### config.mk
export PLATFORM = sky130hd
export DESIGN_NAME = qdac_spi_writer
export DESIGN_NICKNAME = d
export VERILOG_FILES = /design/src/rtl/qdac_pkg.sv /design/src/rtl/qdac_bringup.sv /design/src/rtl/qdac_frame_fmt.sv /design/src/rtl/qdac_shifter.sv /design/src/rtl/qdac_spi_writer.sv
export SDC_FILE = /design/constraint.sdc
export NUM_CORES = 1
export LEC_CHECK = 0
export BUFFER_PORTS_ARGS = -buffer_cell sky130_fd_sc_hd__buf_2
export CORE_ASPECT_RATIO = 0.7
export CORE_MARGIN = 10
export CORE_UTILIZATION = 45
export DETAILED_ROUTE_END_ITERATION = 7
export HOLD_SLACK_MARGIN = 0.03
export PLACE_DENSITY_LB_ADDON = 0.25
export SLEW_MARGIN = 10
export SYNTH_ARGS = -nofsm -noshare
export SYNTH_HDL_FRONTEND = slang
export SYNTH_SLANG_ARGS = --single-unit
### constraint.sdc
create_clock -name clk -period 2.2 [get_ports clk]
set_clock_uncertainty 0.1 [all_clocks]
set_input_delay 0.11 -clock clk [delete_from_list [all_inputs] [get_ports clk]]
set_output_delay 0.11 -clock clk [all_outputs]
set_load 0.1 [all_outputs]
### src/rtl/qdac_pkg.sv
package qdac_pkg;
  localparam int FRAME_BITS = 24;
  localparam int CODE_BITS  = 16;
  localparam logic [7:0] CMD_PREFIX = 8'h10;
  localparam logic [7:0] CMD_ALL    = 8'h07;

  typedef enum logic [2:0] {
    BU_OFF, BU_EN_LO, BU_FS_LO, BU_FS_HI, BU_EN_HI, BU_LD_LO, BU_LD_HI, BU_ON
  } bu_state_t;

  typedef enum logic [1:0] {TX_IDLE, TX_LEAD, TX_SHIFT, TX_TRAIL} tx_state_t;

  function automatic logic [7:0] cmd_byte(input logic all, input logic [1:0] idx);
    if (all) return CMD_PREFIX | CMD_ALL;
    return CMD_PREFIX | {5'b0, idx, 1'b0};
  endfunction
endpackage

### src/rtl/qdac_bringup.sv
module qdac_bringup
  import qdac_pkg::*;
#(
  parameter int WAIT_CYC = 10000
) (
  input  logic clk,
  input  logic rst,
  input  logic start,
  output logic busy,
  output logic armed,
  output logic en_line,
  output logic fs_line_n,
  output logic load_line
);
  localparam int CW = $clog2(WAIT_CYC + 1);

  bu_state_t      st;
  logic [CW-1:0]  wcnt;
  logic           wdone;

  assign wdone = (wcnt == CW'(WAIT_CYC - 1));

  always_ff @(posedge clk) begin
    if (rst) begin
      st   <= BU_OFF;
      wcnt <= '0;
    end else begin
      case (st)
        BU_OFF:   if (start) st <= BU_EN_LO;
        BU_EN_LO: st <= BU_FS_LO;
        BU_FS_LO: st <= BU_FS_HI;
        BU_FS_HI: st <= BU_EN_HI;
        BU_EN_HI: begin
          st   <= BU_LD_LO;
          wcnt <= '0;
        end
        BU_LD_LO: begin
          if (wdone) begin
            st   <= BU_LD_HI;
            wcnt <= '0;
          end else begin
            wcnt <= wcnt + 1'b1;
          end
        end
        BU_LD_HI: begin
          if (wdone) st <= BU_ON;
          else       wcnt <= wcnt + 1'b1;
        end
        default:  st <= BU_ON;
      endcase
    end
  end

  assign busy      = (st != BU_OFF) && (st != BU_ON);
  assign armed     = (st == BU_ON);
  assign en_line   = !((st == BU_EN_LO) || (st == BU_FS_LO) || (st == BU_FS_HI));
  assign fs_line_n = (st != BU_FS_LO);
  assign load_line = (st == BU_LD_HI);
endmodule

### src/rtl/qdac_frame_fmt.sv
module qdac_frame_fmt
  import qdac_pkg::*;
(
  input  logic                  all,
  input  logic [2:0]            idx,
  input  logic [CODE_BITS-1:0]  code,
  output logic [FRAME_BITS-1:0] frame,
  output logic                  illegal
);
  localparam int NBYTES = FRAME_BITS / 8;

  logic [7:0] bytes [NBYTES];

  assign bytes[0] = cmd_byte(all, idx[1:0]);

  for (genvar b = 1; b < NBYTES; b++) begin : g_code_bytes
    assign bytes[b] = code[CODE_BITS-1-8*(b-1) -: 8];
  end

  for (genvar b = 0; b < NBYTES; b++) begin : g_pack
    assign frame[FRAME_BITS-1-8*b -: 8] = bytes[b];
  end

  assign illegal = !all && idx[2];
endmodule

### src/rtl/qdac_shifter.sv
module qdac_shifter
  import qdac_pkg::*;
#(
  parameter int CLK_DIV = 4
) (
  input  logic                  clk,
  input  logic                  rst,
  input  logic                  start,
  input  logic [FRAME_BITS-1:0] frame,
  output logic                  busy,
  output logic                  en_low,
  output logic                  fs_n,
  output logic                  sclk,
  output logic                  mosi
);
  localparam int HALF = CLK_DIV / 2;
  localparam int CCW  = (CLK_DIV > 2) ? $clog2(CLK_DIV) : 1;
  localparam int BW   = $clog2(FRAME_BITS);

  tx_state_t             st;
  logic [CCW-1:0]        cyc;
  logic [BW-1:0]         bitn;
  logic [FRAME_BITS-1:0] sreg;

  always_ff @(posedge clk) begin
    if (rst) begin
      st   <= TX_IDLE;
      cyc  <= '0;
      bitn <= '0;
      sreg <= '0;
    end else begin
      case (st)
        TX_IDLE: if (start) begin
          sreg <= frame;
          st   <= TX_LEAD;
        end
        TX_LEAD: begin
          st   <= TX_SHIFT;
          cyc  <= '0;
          bitn <= '0;
        end
        TX_SHIFT: begin
          if (cyc == CCW'(CLK_DIV - 1)) begin
            cyc  <= '0;
            sreg <= {sreg[FRAME_BITS-2:0], 1'b0};
            if (bitn == BW'(FRAME_BITS - 1)) st <= TX_TRAIL;
            else                              bitn <= bitn + 1'b1;
          end else begin
            cyc <= cyc + 1'b1;
          end
        end
        default: st <= TX_IDLE;
      endcase
    end
  end

  assign busy   = (st != TX_IDLE);
  assign en_low = (st != TX_IDLE);
  assign fs_n   = (st != TX_SHIFT);
  assign sclk   = !((st == TX_SHIFT) && (cyc < CCW'(HALF)));
  assign mosi   = (st == TX_SHIFT) ? sreg[FRAME_BITS-1] : 1'b0;
endmodule

### src/rtl/qdac_spi_writer.sv
module qdac_spi_writer
  import qdac_pkg::*;
#(
  parameter int CLK_DIV  = 4,
  parameter int WAIT_CYC = 10000
) (
  input  logic        clk,
  input  logic        rst,
  input  logic        bring_up,
  input  logic        req_valid,
  output logic        req_ready,
  input  logic [2:0]  req_chan,
  input  logic        req_all,
  input  logic [15:0] req_code,
  output logic        sclk,
  output logic        mosi,
  output logic        fsel_n,
  output logic        dac_en,
  output logic        load,
  output logic        armed,
  output logic        err_flag
);
  logic                  bu_busy, bu_en, bu_fs_n, bu_load, bu_armed;
  logic                  tx_busy, tx_en_low, tx_fs_n, tx_sclk, tx_mosi;
  logic [FRAME_BITS-1:0] frame;
  logic                  illegal, accept, tx_start;

  qdac_bringup #(.WAIT_CYC(WAIT_CYC)) u_bu (
    .clk(clk), .rst(rst), .start(bring_up),
    .busy(bu_busy), .armed(bu_armed), .en_line(bu_en),
    .fs_line_n(bu_fs_n), .load_line(bu_load)
  );

  qdac_frame_fmt u_fmt (
    .all(req_all), .idx(req_chan), .code(req_code),
    .frame(frame), .illegal(illegal)
  );

  qdac_shifter #(.CLK_DIV(CLK_DIV)) u_tx (
    .clk(clk), .rst(rst), .start(tx_start), .frame(frame),
    .busy(tx_busy), .en_low(tx_en_low), .fs_n(tx_fs_n),
    .sclk(tx_sclk), .mosi(tx_mosi)
  );

  assign req_ready = !bu_busy && !tx_busy;
  assign accept    = req_valid && req_ready;
  assign tx_start  = accept && bu_armed && !illegal;

  always_ff @(posedge clk) begin
    if (rst)                                err_flag <= 1'b0;
    else if (accept && bu_armed && illegal) err_flag <= 1'b1;
  end

  assign armed  = bu_armed;
  assign load   = bu_load;
  assign dac_en = bu_en && !tx_en_low;
  assign fsel_n = bu_fs_n && tx_fs_n;
  assign sclk   = tx_sclk;
  assign mosi   = tx_mosi;
endmodule

# Yosys cells after proc, flatten, opt, wreduce, memory -nomap -nowiden
# Index checks and enable logic that the tools add are counted.
# totals
word_cells	87
ram_bits	0
regBits	51
latchBits	0
output_inout_bits	8
input_bits	24
mem_count	0
rom_bits	0
# op_classes
n_eq_ne	23
n_reduce_logical	30
n_bitwise	0
magnitude_cmp	1
n_shift	0
mux	23
n_mul	0
div_mod_pow	0
addsub	3
# ops
op	count
2-to-1 mux 24 bit	2
one-hot mux 24 bit (2 select lines)	1
one-hot mux 14 bit (3 select lines)	1
2-to-1 mux 14 bit	2
one-hot mux 3 bit (7 select lines)	1
2-to-1 mux 8 bit	2
adder 14 x 1 -> 14 bit (second input constant)	1
== test 14 bit (second input constant)	1
== test 3 bit (second input constant)	4
AND reduction 3 bit	4
logical AND 1 bit	10
2-to-1 mux 5 bit	2
inequality test 2 bit (second input constant)	5
one-hot mux 5 bit (2 select lines)	1
2-to-1 mux 3 bit	3
2-to-1 mux 2 bit	4
inequality test 2 x 1 -> 1 bit (second input constant)	4
== test 3 x 2 -> 1 bit (second input constant)	2
zero test 1 bit	6
one-hot mux 2 bit (3 select lines)	1
nonzero test 2 bit	3
nonzero test 3 bit	2
adder 5 x 1 -> 5 bit (second input constant)	1
== test 5 bit (second input constant)	1
13 further kinds	16

# Logic depth before layout (Yosys ltp)
# Gate-level depths: netlist of run 1.
# depth
ltp_word	9
ltp_mapped	8
ltp_nobuf	6

# Modules after synthesis
# A second synthesis of run 1 with hierarchy kept.
# unflattened
cells_unflattened	325
area_unflattened_um2	2987.9
# by_module_without_submodules
module	area_each_um2	cells_each	n_inst	seq_area_each_um2
qdac_shifter	1746.7	175	1	660.6
qdac_bringup	958.4	114	1	340.3
qdac_frame_fmt	191.4	27	1	0.0
qdac_spi_writer	91.3	9	1	20.0

# Worst setup path before layout of run 1
# No wires, ideal clock.
# synth_path
path_kind	register to output
start	register u_bu.st[1]
end	output req_ready
stages_incl_launch_ff	5
slack_ns	-1.028
required_ns	1.990
path_buffers	1
arrival_ns	3.018
cell_sequence	dfxtp_1 -> clkbuf_1 -> nand2_1 -> nor2_1 -> o21a_1
# synth_between
elab_chain_cells	4
elab_cells_between_ends	5
cone_classes	eq/ne (1); reduce/logical (4)
# synth_rtl
element	line_no	source
from (decl)	qdac_bringup.sv:17	bu_state_t st;
from (signal assigned)	qdac_bringup.sv:25	st <= BU_OFF;
from (signal assigned)	qdac_bringup.sv:29	BU_OFF: if (start) st <= BU_EN_LO;
from (signal assigned)	qdac_bringup.sv:30	BU_EN_LO: st <= BU_FS_LO;
inequality test 3 bit or nonzero test 3 bit (tied branches)	qdac_bringup.sv:54	assign busy = (st != BU_OFF) && (st != BU_ON);
logical AND 1 bit (*)	qdac_bringup.sv:54	
zero test 1 bit (*)	qdac_spi_writer.sv:45	assign req_ready = !bu_busy && !tx_busy;
logical AND 1 bit (*)	qdac_spi_writer.sv:45	
to (decl)	qdac_spi_writer.sv:11	output logic req_ready,
# Every way passes the cells marked *; elsewhere a longest branch is shown, timed or not.

# Worst setup path after layout of run 1
# layout_path
start	register u_bu.st[2]
end	output req_ready
# Same word-level chain as after synthesis.

==> impl_metrics.env, run 1 <==
export IMPL_outcome="finished, final reports clean"
export IMPL_cts_clk_slew_worst_paths_ns=0.09
export IMPL_p_per_area_nw_per_um2=974.7
export IMPL_final_min_clock_period_ns=2.012
export IMPL_cts_sinks=51
export IMPL_postCtsHoldBufs=6
export IMPL_max_stage_delay_ns=0.57
export IMPL_grt_total_usage_pct=12.66
export IMPL_portBuffers=31
export IMPL_num_rows=22
export IMPL_synth_top_area_share_pct=40.02
export IMPL_worstSetupPathType="flop to output port"
export IMPL_yosys_cell_types_count=48
export IMPL_via_count=2222
export IMPL_placed_area_um2=2883
export IMPL_crit_required_ns=1.99
export IMPL_syn_area_um2=2551
export IMPL_syn2layout_area_growth_pct=19.96
export IMPL_critPathLaunchType="flop"
export IMPL_ys_flop_type="dfxtp_1"
export IMPL_grt_pass1_wl_um=9749
export IMPL_synth_top_area_cell="dfxtp_1"
export IMPL_irDropWorstVdd_uv=852.9
export IMPL_grt_pass1_vias=2039
export IMPL_cp_max_fo=13
export IMPL_cts_tree="built"
export IMPL_grt_overflow=0
export IMPL_wirelength_um=5855
export IMPL_grt_max_degree=23
export IMPL_final_util_pct=57.02
export IMPL_num_fill_cells=468
export IMPL_hpwl_um=4236
export IMPL_core_area_um2=5368
export IMPL_yosys_register_bits=51
export IMPL_setup_viol=0
export IMPL_die_area_um2=9129
export IMPL_arrival_ns=1.80
export IMPL_maxSlewViolCount=0
export IMPL_drv_cap=0
export IMPL_cts_root_buf="clkbuf_8"
export IMPL_cp_cell_sequence="inv_1 > nor2_4 > o21a_1 > buf_2"
export IMPL_hold_viol=0
export IMPL_rsz0062_at_grt="false"
export IMPL_routed_via_density=5.514
export IMPL_cts_buffers=5
export IMPL_nNetsFinal=361
export IMPL_netlist_instances=287
export IMPL_cts_max_level=2
export IMPL_min_path_type="input port to flop"
export IMPL_dieHeight_um=83.00
export IMPL_yosys_top_cells_area="dfxtp_1, mux2i_1, a21oi_1"
export IMPL_clockBufferDepth=2
export IMPL_cts_resized=0
export IMPL_fin_crit_sh_pct=91.43
export IMPL_crit_slowest_cell="dfxtp_1"
export IMPL_drc=0
export IMPL_maxSlewHeadroom_pct=67.66
export IMPL_drt_iter0_drc=78
export IMPL_io_pin_count=32
export IMPL_start_util_pct=47.53
export IMPL_cts_setup_buffers=0
export IMPL_syn_nets=318
export IMPL_crit_family="buffers and inverters"
export IMPL_crit_buf_inv=2
export IMPL_tightest_slew_ns=0.4884
export IMPL_cp_end_kind="output port"
export IMPL_ant_nets=0
export IMPL_antenna_cells=0
export IMPL_wire_per_inst_um=14.53
export IMPL_power_leakage_nw=1.076
export IMPL_synth_edff_count=0
export IMPL_finalSetupTns_ns=0
export IMPL_fmax_ghz=0.4971
export IMPL_worstSkewPairLatency_ns=0.31
export IMPL_final_area_um2=3060
export IMPL_drt_first_pass_iters=4
export IMPL_drive_gt1_share_pct=20.85
export IMPL_synth_area_per_cell_um2=8.889
export IMPL_die_x_um=110.0
export IMPL_antenna_found_initial=0
export IMPL_yosysWarnings=0
export IMPL_synth_seq_area_share_pct=40.02
export IMPL_async_flop_share_pct=0
export IMPL_place_congestion=0.8139
## area by class of cell
type	instances	area (um^2)	share of cell area, %
clock buffer	6	82.58	2.698
clock inverter	2	35.03	1.145
sequential	51	1021	33.36
timing repair buffer	54	372.9	12.18
multi-input combinational	206	1414	46.20
inverter	12	45.04	1.472
tap	72	90.09	2.944
## synthesized netlist by cell type (all sizes together), types with 3 or more instances
cell,count
and3,3
xnor2,3
o21a,4
clkbuf,8
nor2b,3
a211oi,16
and2,4
o31ai,5
nor4,3
mux2i,19
inv,12
or4,3
nor2,15
nand4,9
dfxtp,51
buf,10
ha,7
nand2,10
nor3,6
o21ai,15
nand2b,3
nand3,9
a21oi,35
or3,11
xor2,4
## final timing paths
| kind | from | end | slack [ns] | cells past startpoint |
|---|---|---|---|---|
| worst min-delay path | req_code[2] | u_tx.sreg[2] | 0.05 | 3 |
| worst max register to register | u_tx.st[0] | u_tx.sreg[13] | 0.25 | 6 |
| worst min register to register | u_tx.sreg[22] | u_tx.sreg[23] | 0.37 | 2 |
| worst max-delay path | u_bu.st[2] | req_ready | 0.19 | 4 |
## worst min-delay path: stages
cell      delay [ns]
buf_2           0.10
mux2i_1         0.12
a211oi_1        0.08
## where the power goes
part	internal, mW	switching [mW]
Clock	0.368	0.302
Combinational	0.417	0.659
Sequential	1.12	0.116
## metal layers
metal	GRT usage (%)	share of wire (%)	vias to the layer above
met3	3.781	4.4	8
met5	0	0	-
met2	15.75	40	41
met1	19.68	55	1021
li1	-	-	1152
met4	3.630	0.94	0
## state kept, by name, indices dropped and copies added (netlist names)
| name | flops |
|---|---|
| u_tx.st | 2 |
| err_flag | 1 |
| u_tx.bitn | 5 |
| u_tx.sreg | 24 |
| u_bu.st | 3 |
| u_tx.cyc | 2 |
| u_bu.wcnt | 14 |
## stage by stage
stage	instances	power, mW	hold slack, ns	setup WS (ns)
after floorplan	287	2.020	0.1793	-0.2104
after global placement	389	2.294	0.2938	0.3528
after global routing	403	3.174	0.04123	0.03467
final	403	2.983	0.04642	0.1884
after CTS	403	3.005	0.03350	0.1714
after detailed placement	389	2.317	0.3046	0.2975
## cells in the final DEF (no fill, tap or decap), types with 3 or more instances in the layout
cell type,synthesis,final
xor2_1,4,4
mux2i_1,19,19
nand4_1,9,9
a211oi_1,16,16
o21ai_0,13,13
or4_1,3,3
a21oi_1,35,35
nor2_1,15,14
clkbuf_8,0,6
ha_1,7,7
and2_1,3,3
nor2b_1,3,3
o21a_1,4,4
and3_1,3,3
dlygate4sd3_1,0,6
nand2b_1,3,3
o31ai_1,4,4
nand2_1,10,10
inv_1,12,12
nor3_1,6,6
xnor2_1,3,3
nand3_1,7,7
or3_1,10,10
dfxtp_1,51,51
buf_2,8,29
buf_4,0,17
## logic make-up after synthesis
logic type / share of synthesized area, %
AO/OA/AOI/OAI: 22.22
XOR/XNOR: 2.403
adder cells (fa/ha/maj): 3.433
buffers and inverters: 5.100
flip-flops: 40.02
multiplexers: 7.455
AND/OR/NAND/NOR: 19.37
(Power assumes the default switching activity.)
==> run 2: changes to the inputs <==
ABC_AREA = 1   (was unset)
CORE_MARGIN = 1.5   (was 10)
==> run 2 against run 1 <==
Effect of this change: sequential share of layout area fell by 2.0 points; wire length rose by 5.5%; design area up 6.4%; critical path type unchanged; worst setup slack got worse by 0.041 ns; critical path depth grew 2; die area is 27% lower; highest routed layer unchanged; area after synthesis is 8.3% higher; combinational power barely moved.
==> impl_metrics.env, run 2 <==
export IMPL_io_pin_count=32
export IMPL_arrival_ns=1.84
export IMPL_cp_end_kind="output port"
export IMPL_grt_pass1_vias=2267
export IMPL_drt_first_pass_iters=4
export IMPL_outcome="finished, final reports clean"
export IMPL_maxSlewHeadroom_pct=66.06
export IMPL_tightest_slew_ns=0.5085
export IMPL_hold_viol=0
export IMPL_place_congestion=0.8741
export IMPL_hold_path_startpoint="req_code[10]"
export IMPL_routed_via_density=5.076
export IMPL_final_area_um2=3256
export IMPL_setup_slack_ns=0.1475
export IMPL_top_regs="u_tx.sreg: 24 flops, u_bu.wcnt: 14 flops, u_tx.bitn: 5 flops"
export IMPL_critPathLaunchType="flop"
export IMPL_maxSlewViolCount=0
export IMPL_cp_max_fo=3
export IMPL_wire_per_inst_um=11.81
export IMPL_grt_overflow=0
export IMPL_max_stage_delay_ns=0.43
export IMPL_num_rows=23
export IMPL_die_x_um=96.67
export IMPL_synth_most_common_cell="nand2_1"
export IMPL_cp_cell_sequence="inv_1 > ha_1 > inv_1 > a21oi_4 > a21boi_4 > buf_2"
export IMPL_yosysWarnings=0
export IMPL_cp_common_cell="inv_1"
export IMPL_netlist_instances=403
export IMPL_dp_slack_ns=0.1875
export IMPL_final_cell_mix="nand2_1, inv_1, dfxtp_1, nor2_1, a21oi_1"
export IMPL_finalSetupTns_ns=0
export IMPL_synth_seq_area_share_pct=36.94
export IMPL_ant_nets=0
export IMPL_synth_area_per_cell_um2=6.858
export IMPL_fmax_ghz=0.4872
export IMPL_synth_edff_count=0
export IMPL_syn_area_um2=2764
export IMPL_grt_pass1_wl_um=10290
export IMPL_core_area_um2=5813
export IMPL_yosys_register_bits=51
export IMPL_clockBufferDepth=2
export IMPL_ys_flop_type="dfxtp_1"
export IMPL_wirelength_um=6179
export IMPL_cts_tree="built"
export IMPL_async_flop_share_pct=0
export IMPL_cts_root_buf="clkbuf_8"
export IMPL_worstSkewPairLatency_ns=0.30
export IMPL_crit_required_ns=1.99
export IMPL_setup_viol=0
export IMPL_largest_reg_flops=24
export IMPL_drt_iter0_drc=122
export IMPL_worstSetupPathType="flop to output port"
export IMPL_syn_nets=434
export IMPL_cts_clk_slew_worst_paths_ns=0.09
export IMPL_startpoint="u_tx.st[1]"
export IMPL_die_area_um2=6629
export IMPL_antenna_cells=0
export IMPL_synth_top_area_share_pct=36.94
export IMPL_placed_area_um2=3018
export IMPL_hpwl_um=4366
export IMPL_drive_gt1_share_pct=16.96
export IMPL_drc=0
export IMPL_grt_max_degree=29
export IMPL_p_per_area_nw_per_um2=853.6
export IMPL_drv_cap=0
export IMPL_crit_slowest_cell="buf_2"
export IMPL_power_leakage_nw=1.418
export IMPL_syn2layout_area_growth_pct=17.79
export IMPL_portBuffers=31
export IMPL_cts_max_level=2
export IMPL_yosys_cell_types_count=34
export IMPL_nNetsFinal=479
export IMPL_yosys_top_cells_area="dfxtp_1, nand2_1, inv_1"
export IMPL_irDropWorstVdd_uv=427.6
export IMPL_mostFrequentLayoutCell="nand2_1"
export IMPL_dieHeight_um=68.57
export IMPL_via_count=2655
export IMPL_min_path_type="input port to flop"
export IMPL_start_util_pct=47.55
export IMPL_cts_sinks=51
export IMPL_cts_buffers=5
export IMPL_synthTopCellsByCount="nand2_1, inv_1, dfxtp_1"
export IMPL_final_util_pct=56.01
export IMPL_grt_total_usage_pct=19.42
export IMPL_synth_top_area_cell="dfxtp_1"
export IMPL_final_min_clock_period_ns=2.053
export IMPL_fin_crit_sh_pct=93.30
export IMPL_r2r_start="u_tx.st[0]"
export IMPL_antenna_found_initial=0
export IMPL_regMostFlops="u_tx.sreg"
## run 2: changes by cell type after synthesis, sizes merged, moves of 13 or more
cell    delta
mux2i     -19
inv       +42
a211oi    -16
nand3     +13
nor2      +22
nand2     +98
## run 2: kinds of logic (layout without fill, tap and decap cells)
logic type,after synthesis,count (layout),share of synthesized area [%]
xor gates and xnor gates,3,3,0.9508
and+or+nand+nor,191,191,30.38
DFF,51,51,36.94
buffers and inverters,70,115,11.05
AOI/OAI and AO/OA,81,81,17.52
adders and majority gates,7,7,3.169
## run 2: worst paths after layout
path | endpoint | slack [ns] | cells after the start
worst max register to register | u_tx.bitn[3] | 0.25 | 8
worst min-delay path | u_tx.sreg[10] | 0.03 | 3
worst max-delay path | req_ready | 0.15 | 6
worst min register to register | err_flag | 0.35 | 2
## run 2: critical path, delay by kind of cell (launching register included)
kind,cells,cell delay [ns]
buffers and inverters,3,0.64
DFF,1,0.34
AOI/OAI and AO/OA,2,0.32
adders and majority gates,1,0.24
## run 2: cell type report
| cell class | instances | area [um^2] |
|---|---|---|
| multi-input cells | 282 | 1469 |
| inverters | 55 | 207.7 |
| clock buffers | 6 | 72.57 |
| flip-flops and latches | 51 | 1022 |
| clock inverters | 1 | 30.03 |
| fillers | 553 | 2557 |
| well taps | 75 | 93.84 |
| repair buffers | 53 | 360.3 |
## run 2: where the power goes
group / switching [mW] / total, mW / internal, mW / leakage (nW)
registers: 0.0570 / 1.09 / 1.04 / 0.415
logic: 0.731 / 1.05 / 0.320 / 0.951
clock network: 0.301 / 0.635 / 0.334 / 0.0513
total: 1.09 / 2.78 / 1.69 / 1.42
## run 2: metal layers
layer  global-route usage, %  vias to the layer above  part of all wire (%)
met2                   31.38                       78                    42
met4                   6.703                        0                   1.3
met5                       0                        -                     0
li1                        -                     1390                     -
met3                   3.528                        7                   5.8
met1                   26.63                     1180                    51
## run 2: timing repair
action                                  in CTS  in global routing
buffers inserted                             0                  4
hold buffers                                10                  0
endpoints found under the setup margin       0                  9
hold endpoints to repair                    10                  0
resized for setup                            0                  2
## run 2: metrics by stage
step,total power [mW],hold WS (ns),std cells
4_1_cts,2.786,0.03023,519
6_report,2.779,0.03090,523
3_3_place_gp,2.134,0.3051,502
2_1_floorplan,1.975,0.1852,403
3_5_place_dp,2.141,0.3177,502
5_1_grt,2.953,0.04587,523
